### config.mk
export PLATFORM = sky130hd
export DESIGN_NAME = ppi_dual_port
export DESIGN_NICKNAME = d
export VERILOG_FILES = /design/src/rtl/ppi_pkg.sv /design/src/rtl/ppi_addr_decode.sv /design/src/rtl/ppi_port.sv /design/src/rtl/ppi_dual_port.sv
export SDC_FILE = /design/constraint.sdc
export NUM_CORES = 1
export LEC_CHECK = 0
export BUFFER_PORTS_ARGS = -buffer_cell sky130_fd_sc_hd__clkbuf_2
export CAP_MARGIN = 20
export CORE_ASPECT_RATIO = 0.7
export CORE_MARGIN = 2
export CORE_UTILIZATION = 35
export DETAILED_ROUTE_END_ITERATION = 10
export GPL_ROUTABILITY_DRIVEN = 0
export PLACE_DENSITY = 0.66
export SETUP_SLACK_MARGIN = 0.4
export SLEW_MARGIN = 20
export SYNTH_ARGS = -nofsm -noshare
export SYNTH_HDL_FRONTEND = slang
export SYNTH_SLANG_ARGS = --single-unit
### constraint.sdc
create_clock -name clk_i -period 2.03 [get_ports clk_i]
set_input_delay 0.1015 -clock clk_i [delete_from_list [all_inputs] [get_ports clk_i]]
set_output_delay 0.1015 -clock clk_i [all_outputs]
set_load 0.005 [all_outputs]
### src/rtl/ppi_pkg.sv
package ppi_pkg;
  localparam int unsigned NUM_REGS = 4;

  // bit0 picks the port (1 = A), bit1 picks direction vs output
  typedef enum logic [1:0] {
    SEL_OUT_B = 2'd0,
    SEL_OUT_A = 2'd1,
    SEL_DIR_B = 2'd2,
    SEL_DIR_A = 2'd3
  } ppi_sel_e;
endpackage

### src/rtl/ppi_addr_decode.sv
module ppi_addr_decode
  import ppi_pkg::*;
#(
  parameter int unsigned ADDR_W    = 16,
  parameter logic [ADDR_W-1:0] BASE_ADDR = 16'h1700,
  parameter int unsigned WINDOW    = 16
) (
  input  logic [ADDR_W-1:0] addr_i,
  output logic              hit_o,
  output logic              impl_o,
  output ppi_sel_e          reg_sel_o
);
  localparam logic [ADDR_W:0] BASE_X = {1'b0, BASE_ADDR};
  localparam logic [ADDR_W:0] WIN_X  = (ADDR_W+1)'(WINDOW);
  localparam logic [ADDR_W:0] NREG_X = (ADDR_W+1)'(NUM_REGS);

  logic [ADDR_W:0] addr_x;
  logic [ADDR_W:0] offs;

  assign addr_x    = {1'b0, addr_i};
  assign offs      = addr_x - BASE_X;
  assign hit_o     = (addr_x >= BASE_X) && (offs < WIN_X);
  assign impl_o    = offs < NREG_X;
  assign reg_sel_o = ppi_sel_e'(offs[1:0]);
endmodule

### src/rtl/ppi_port.sv
module ppi_port #(
  parameter int unsigned DATA_W = 8
) (
  input  logic              clk_i,
  input  logic              rst_ni,
  input  logic              clr_i,
  input  logic              dir_we_i,
  input  logic              out_we_i,
  input  logic [DATA_W-1:0] wdata_i,
  output logic [DATA_W-1:0] dir_o,
  output logic [DATA_W-1:0] out_o,
  output logic [DATA_W-1:0] rd_out_o
);
  logic [DATA_W-1:0] dir_q, out_q;

  always_ff @(posedge clk_i or negedge rst_ni) begin
    if (!rst_ni) begin
      dir_q <= '0;
      out_q <= '0;
    end else if (clr_i) begin
      dir_q <= '0;
      out_q <= '0;
    end else begin
      if (dir_we_i) dir_q <= wdata_i;
      if (out_we_i) out_q <= wdata_i & dir_q;  // stored pre-masked
    end
  end

  assign dir_o    = dir_q;
  assign out_o    = out_q;
  assign rd_out_o = out_q & dir_q;
endmodule

### src/rtl/ppi_dual_port.sv
module ppi_dual_port
  import ppi_pkg::*;
#(
  parameter int unsigned ADDR_W    = 16,
  parameter int unsigned DATA_W    = 8,
  parameter logic [ADDR_W-1:0] BASE_ADDR = 16'h1700,
  parameter int unsigned WINDOW    = 16
) (
  input  logic              clk_i,
  input  logic              rst_ni,
  input  logic              sel_i,
  input  logic              we_i,
  input  logic              bus_rst_i,
  input  logic [ADDR_W-1:0] addr_i,
  input  logic [DATA_W-1:0] wdata_i,
  output logic [ADDR_W-1:0] addr_o,
  output logic [DATA_W-1:0] data_o,
  output logic [DATA_W-1:0] port_a_o,
  output logic [DATA_W-1:0] port_a_oe_o,
  output logic [DATA_W-1:0] port_b_o,
  output logic [DATA_W-1:0] port_b_oe_o,
  output logic              irq_o
);
  localparam int unsigned NUM_PORTS = 2;  // index 0 = B, 1 = A

  logic     hit, impl;
  ppi_sel_e reg_sel;

  ppi_addr_decode #(
    .ADDR_W(ADDR_W), .BASE_ADDR(BASE_ADDR), .WINDOW(WINDOW)
  ) u_dec (
    .addr_i(addr_i), .hit_o(hit), .impl_o(impl), .reg_sel_o(reg_sel)
  );

  logic acc, clr, wr;
  assign acc = sel_i & hit;
  assign clr = acc & bus_rst_i;
  assign wr  = acc & ~bus_rst_i & we_i & impl;

  logic [DATA_W-1:0] dir_w [NUM_PORTS];
  logic [DATA_W-1:0] out_w [NUM_PORTS];
  logic [DATA_W-1:0] rd_w  [NUM_PORTS];

  for (genvar p = 0; p < NUM_PORTS; p++) begin : g_port
    logic dir_we, out_we;
    assign dir_we = wr &  reg_sel[1] & (reg_sel[0] == 1'(p));
    assign out_we = wr & ~reg_sel[1] & (reg_sel[0] == 1'(p));

    ppi_port #(.DATA_W(DATA_W)) u_port (
      .clk_i(clk_i), .rst_ni(rst_ni), .clr_i(clr),
      .dir_we_i(dir_we), .out_we_i(out_we), .wdata_i(wdata_i),
      .dir_o(dir_w[p]), .out_o(out_w[p]), .rd_out_o(rd_w[p])
    );
  end

  logic [DATA_W-1:0] latch_q, rd_val, latch_nxt;
  logic [ADDR_W-1:0] addr_q;
  logic [DATA_W-1:0] data_q;

  always_comb begin
    if (!impl)          rd_val = latch_q;
    else if (reg_sel[1]) rd_val = dir_w[reg_sel[0]];
    else                rd_val = rd_w[reg_sel[0]];
    latch_nxt = (bus_rst_i || we_i) ? wdata_i : rd_val;
  end

  always_ff @(posedge clk_i or negedge rst_ni) begin
    if (!rst_ni) begin
      latch_q <= '0;
      addr_q  <= '0;
      data_q  <= '0;
    end else if (sel_i) begin
      addr_q <= addr_i;
      if (acc) begin
        latch_q <= latch_nxt;
        data_q  <= latch_nxt;
      end else begin
        data_q  <= wdata_i;  // not ours: pass through
      end
    end
  end

  assign addr_o      = addr_q;
  assign data_o      = data_q;
  assign port_a_o    = out_w[1];
  assign port_a_oe_o = dir_w[1];
  assign port_b_o    = out_w[0];
  assign port_b_oe_o = dir_w[0];
  assign irq_o       = 1'b0;
endmodule

==> reports/qor.txt <==
outcome: completed
Die Width: 120 µm
power density over the cells: 762 mW/mm²
EDFF count, synth: 0
largest area contributor in the netlist: dfrtp_1
Sw Pwr: 0.739 mW
Total GRT Usage: 18.5%
area of the multi-input gates: 0.00166 mm²
r2r setup slk: 760 ps
Routed Antenna Nets: 0
fill count: 869
Worst R2R Start: g_port[1].u_port.out_o[1]
row cnt: 29
CTS tree: done
crit path capture type: register
Setup CP Type: input pin to register
Core Region: 0.00907 mm²
# H-tree levels: 3
io pins: 86
Clock Power Share: 50.8%
Avg Inst Size Synth: 10.8 µm²
first-pass GRT wire length: 14400 µm
Chip Height: 84.9 µm
endpoints failing setup: 0
first-pass iteration count of the detailed router: 4
layout cells sized above 1: 44.0%
commonest non-fill, non-tap cells in the layout: clkbuf_2 (84), dfrtp_1 (64), nor2_1 (36)
Worst setup SP type: input pin
prevailing post-synth register cell: dfrtp_1
Worst Reg2Reg Path Length in Cells: 5
reg2reg end: data_o[1]
period utilisation layout: 77.8%
Cells after Synth: 303
number of global-route vias before repair: 2664
critical hold path startpoint: addr_i[13]
die area: 0.0101 mm²
syn nets: 333
routed length on met2: 4230 µm
Period minus WS final: 1580 ps
most common cell after layout, fill and taps aside: clkbuf_2
Register Area: 0.00160 mm²
Worst-path clk slew: 50 ps
Worst EP arrival: 1800 ps
switch share: 21.9%
Min-Delay Path Class: input pin to register
fmax: 633 MHz
nets: 430
Peak VDD IR: 0.383 mV
initial antenna violation count: 0
sequential element share of the synthesized area: 49.0%
Pint: 2.63 mW
Max FO, Critical Path: 8
Post-Route M1 WL: 4060 µm
Worst-Skew Late Latency: 340 ps
Num CTS Buffers: 9
max cap viols: 0
number of port buffers: 84
mapped cell area: 0.00327 mm²
largest net degree at the start of global routing: 49
CTS Root Cell: clkbuf_16
Antenna Cells: 0
Routed WL per cell: 17.1 µm
Post-DP HPWL: 6320 µm
grt ovf: 0
total negative slack: 0 ps
RSZ-0062 raised after global routing: yes
hold path depth: 2
LEAKAGE: 1.96 nW
routed via count: 2858
met3 WL: 695 µm
Via density: 5.40
DP Area: 0.00400 mm²
share of power burned in registers: 40.0%
Gate power share: 9.2%
P&R area growth vs syn: 35.2%
Fin Clk Skew: 6.63 ps
highest routed layer: met4
Synth top area share: 49.0%
1st-iter DRT viols: 183
WP data required: 2250 ps
Synth Warn #: 0
Bufs on Longest Clock Path: 2
Sink Count: 64
largest cells by area after synthesis: dfrtp_1 (49%), mux2i_1 (7.3%), mux2_2 (5.5%)
routed wire length: 9070 µm
final instance area: 0.00442 mm²
DRC Markers: 0
max-slew violations: 0
post-synth cell types: 38
Fin. Hold Viols: 0
Starting Density: 36.1%
flops & latches, synth: 64
ys async rst share: 100%
Worst Hold Path EP: addr_o[13]
-- layer usage --
metal / up-vias / GRT usage, %
met5: - / 0
met4: 0 / 4.49
met3: 10 / 6.38
met2: 111 / 27.4
met1: 1425 / 26.3
li1: 1312 / -
-- state kept, by name, indices dropped and copies added (netlist names) --
name                 cells
addr_o                  16
latch_q                  8
data_o                   8
g_port.u_port.dir_o     16
g_port.u_port.out_o     16
-- critical path, stage by stage --
cell and delay [ps]:
clkbuf_2 150, ha_4 210, and4bb_2 340, nand4_4 130
buf_6 170, a2111oi_4 240, buf_12 180, mux2i_2 230
nor2_2 50
-- how the worst max path moves through the flow --
stage / start / end / cells past startpoint
2_1_floorplan: addr_i[8] / data_o[0] / 7
4_1_cts: addr_i[8] / g_port[0].u_port.dir_o[1] / 8
5_1_grt: addr_i[8] / g_port[1].u_port.dir_o[6] / 9
3_3_place_gp: addr_i[8] / data_o[6] / 8
3_5_place_dp: addr_i[8] / data_o[2] / 8
6_report: addr_i[9] / g_port[1].u_port.dir_o[5] / 9
-- what timing repair did --
action / 4_1_cts / 5_1_grt
hold buffers: 1 / 0
gates resized for setup: 0 / 12
cloned: 0 / 1
setup buffers: 0 / 1
endpoints found under the setup margin: 4 / 41
endpoints found under the hold margin: 16 / 0
pin swaps: 1 / 4
-- layout make-up --
class / instances / share of cell area, %
inverter: 2 / 0.170
clock buffer: 14 / 6.20
timing repair buffer: 105 / 15.0
sequential: 64 / 36.2
tap: 124 / 3.51
clock inverter: 2 / 1.36
multi-input combinational: 218 / 37.6
-- power groups by stage --
stage	registers [mW]	clock network [mW]	logic [mW]
6_report	1.35	1.71	0.310
5_1_grt	1.35	1.82	0.345
4_1_cts	1.35	1.76	0.312
3_5_place_dp	1.37	0	0.310
3_3_place_gp	1.37	0	0.303
2_1_floorplan	1.37	0	0.141
-- kinds of logic after synthesis --
| kind of cell | Yosys count | share of synthesized area [%] |
|---|---|---|
| flops | 64 | 49.0 |
| compound gates | 99 | 21.4 |
| other cells | 1 | 0.115 |
| simple gates | 77 | 12.1 |
| fa+ha+maj | 1 | 0.382 |
| mux | 40 | 12.9 |
| buf+inv | 21 | 4.21 |
-- metrics by stage --
step | std cells | hold slack (ps) | power (mW) | utilization, % | worst slack, ps
3_3_place_gp | 510 | 68.9 | 1.67 | 44.1 | 64.7
5_1_grt | 529 | 14.3 | 3.51 | 48.8 | 369
3_5_place_dp | 510 | 75.7 | 1.68 | 44.1 | 20.2
6_report | 529 | 21.4 | 3.37 | 48.8 | 451
2_1_floorplan | 303 | -194 | 1.51 | - | 202
4_1_cts | 527 | 8.36 | 3.42 | 47.9 | 397
-- Yosys cell counts, types with 2 or more instances --
library cell and count:
a21oi_1 32, o21a_1 9, buf_6 2, nand3b_1 2
o22a_1 8, clkbuf_1 9, mux2i_1 24, mux2_2 16
a31oi_1 8, nor2_1 36, dfrtp_1 64, buf_4 3
nor2_2 9, nand3_1 19, clkbuf_8 3, o211ai_1 8
nand2_1 2, o21ai_0 24, nand4_1 2, a2111oi_4 3
and4b_2 2, inv_1 2
Note: power is estimated with default switching activity, not from simulation.
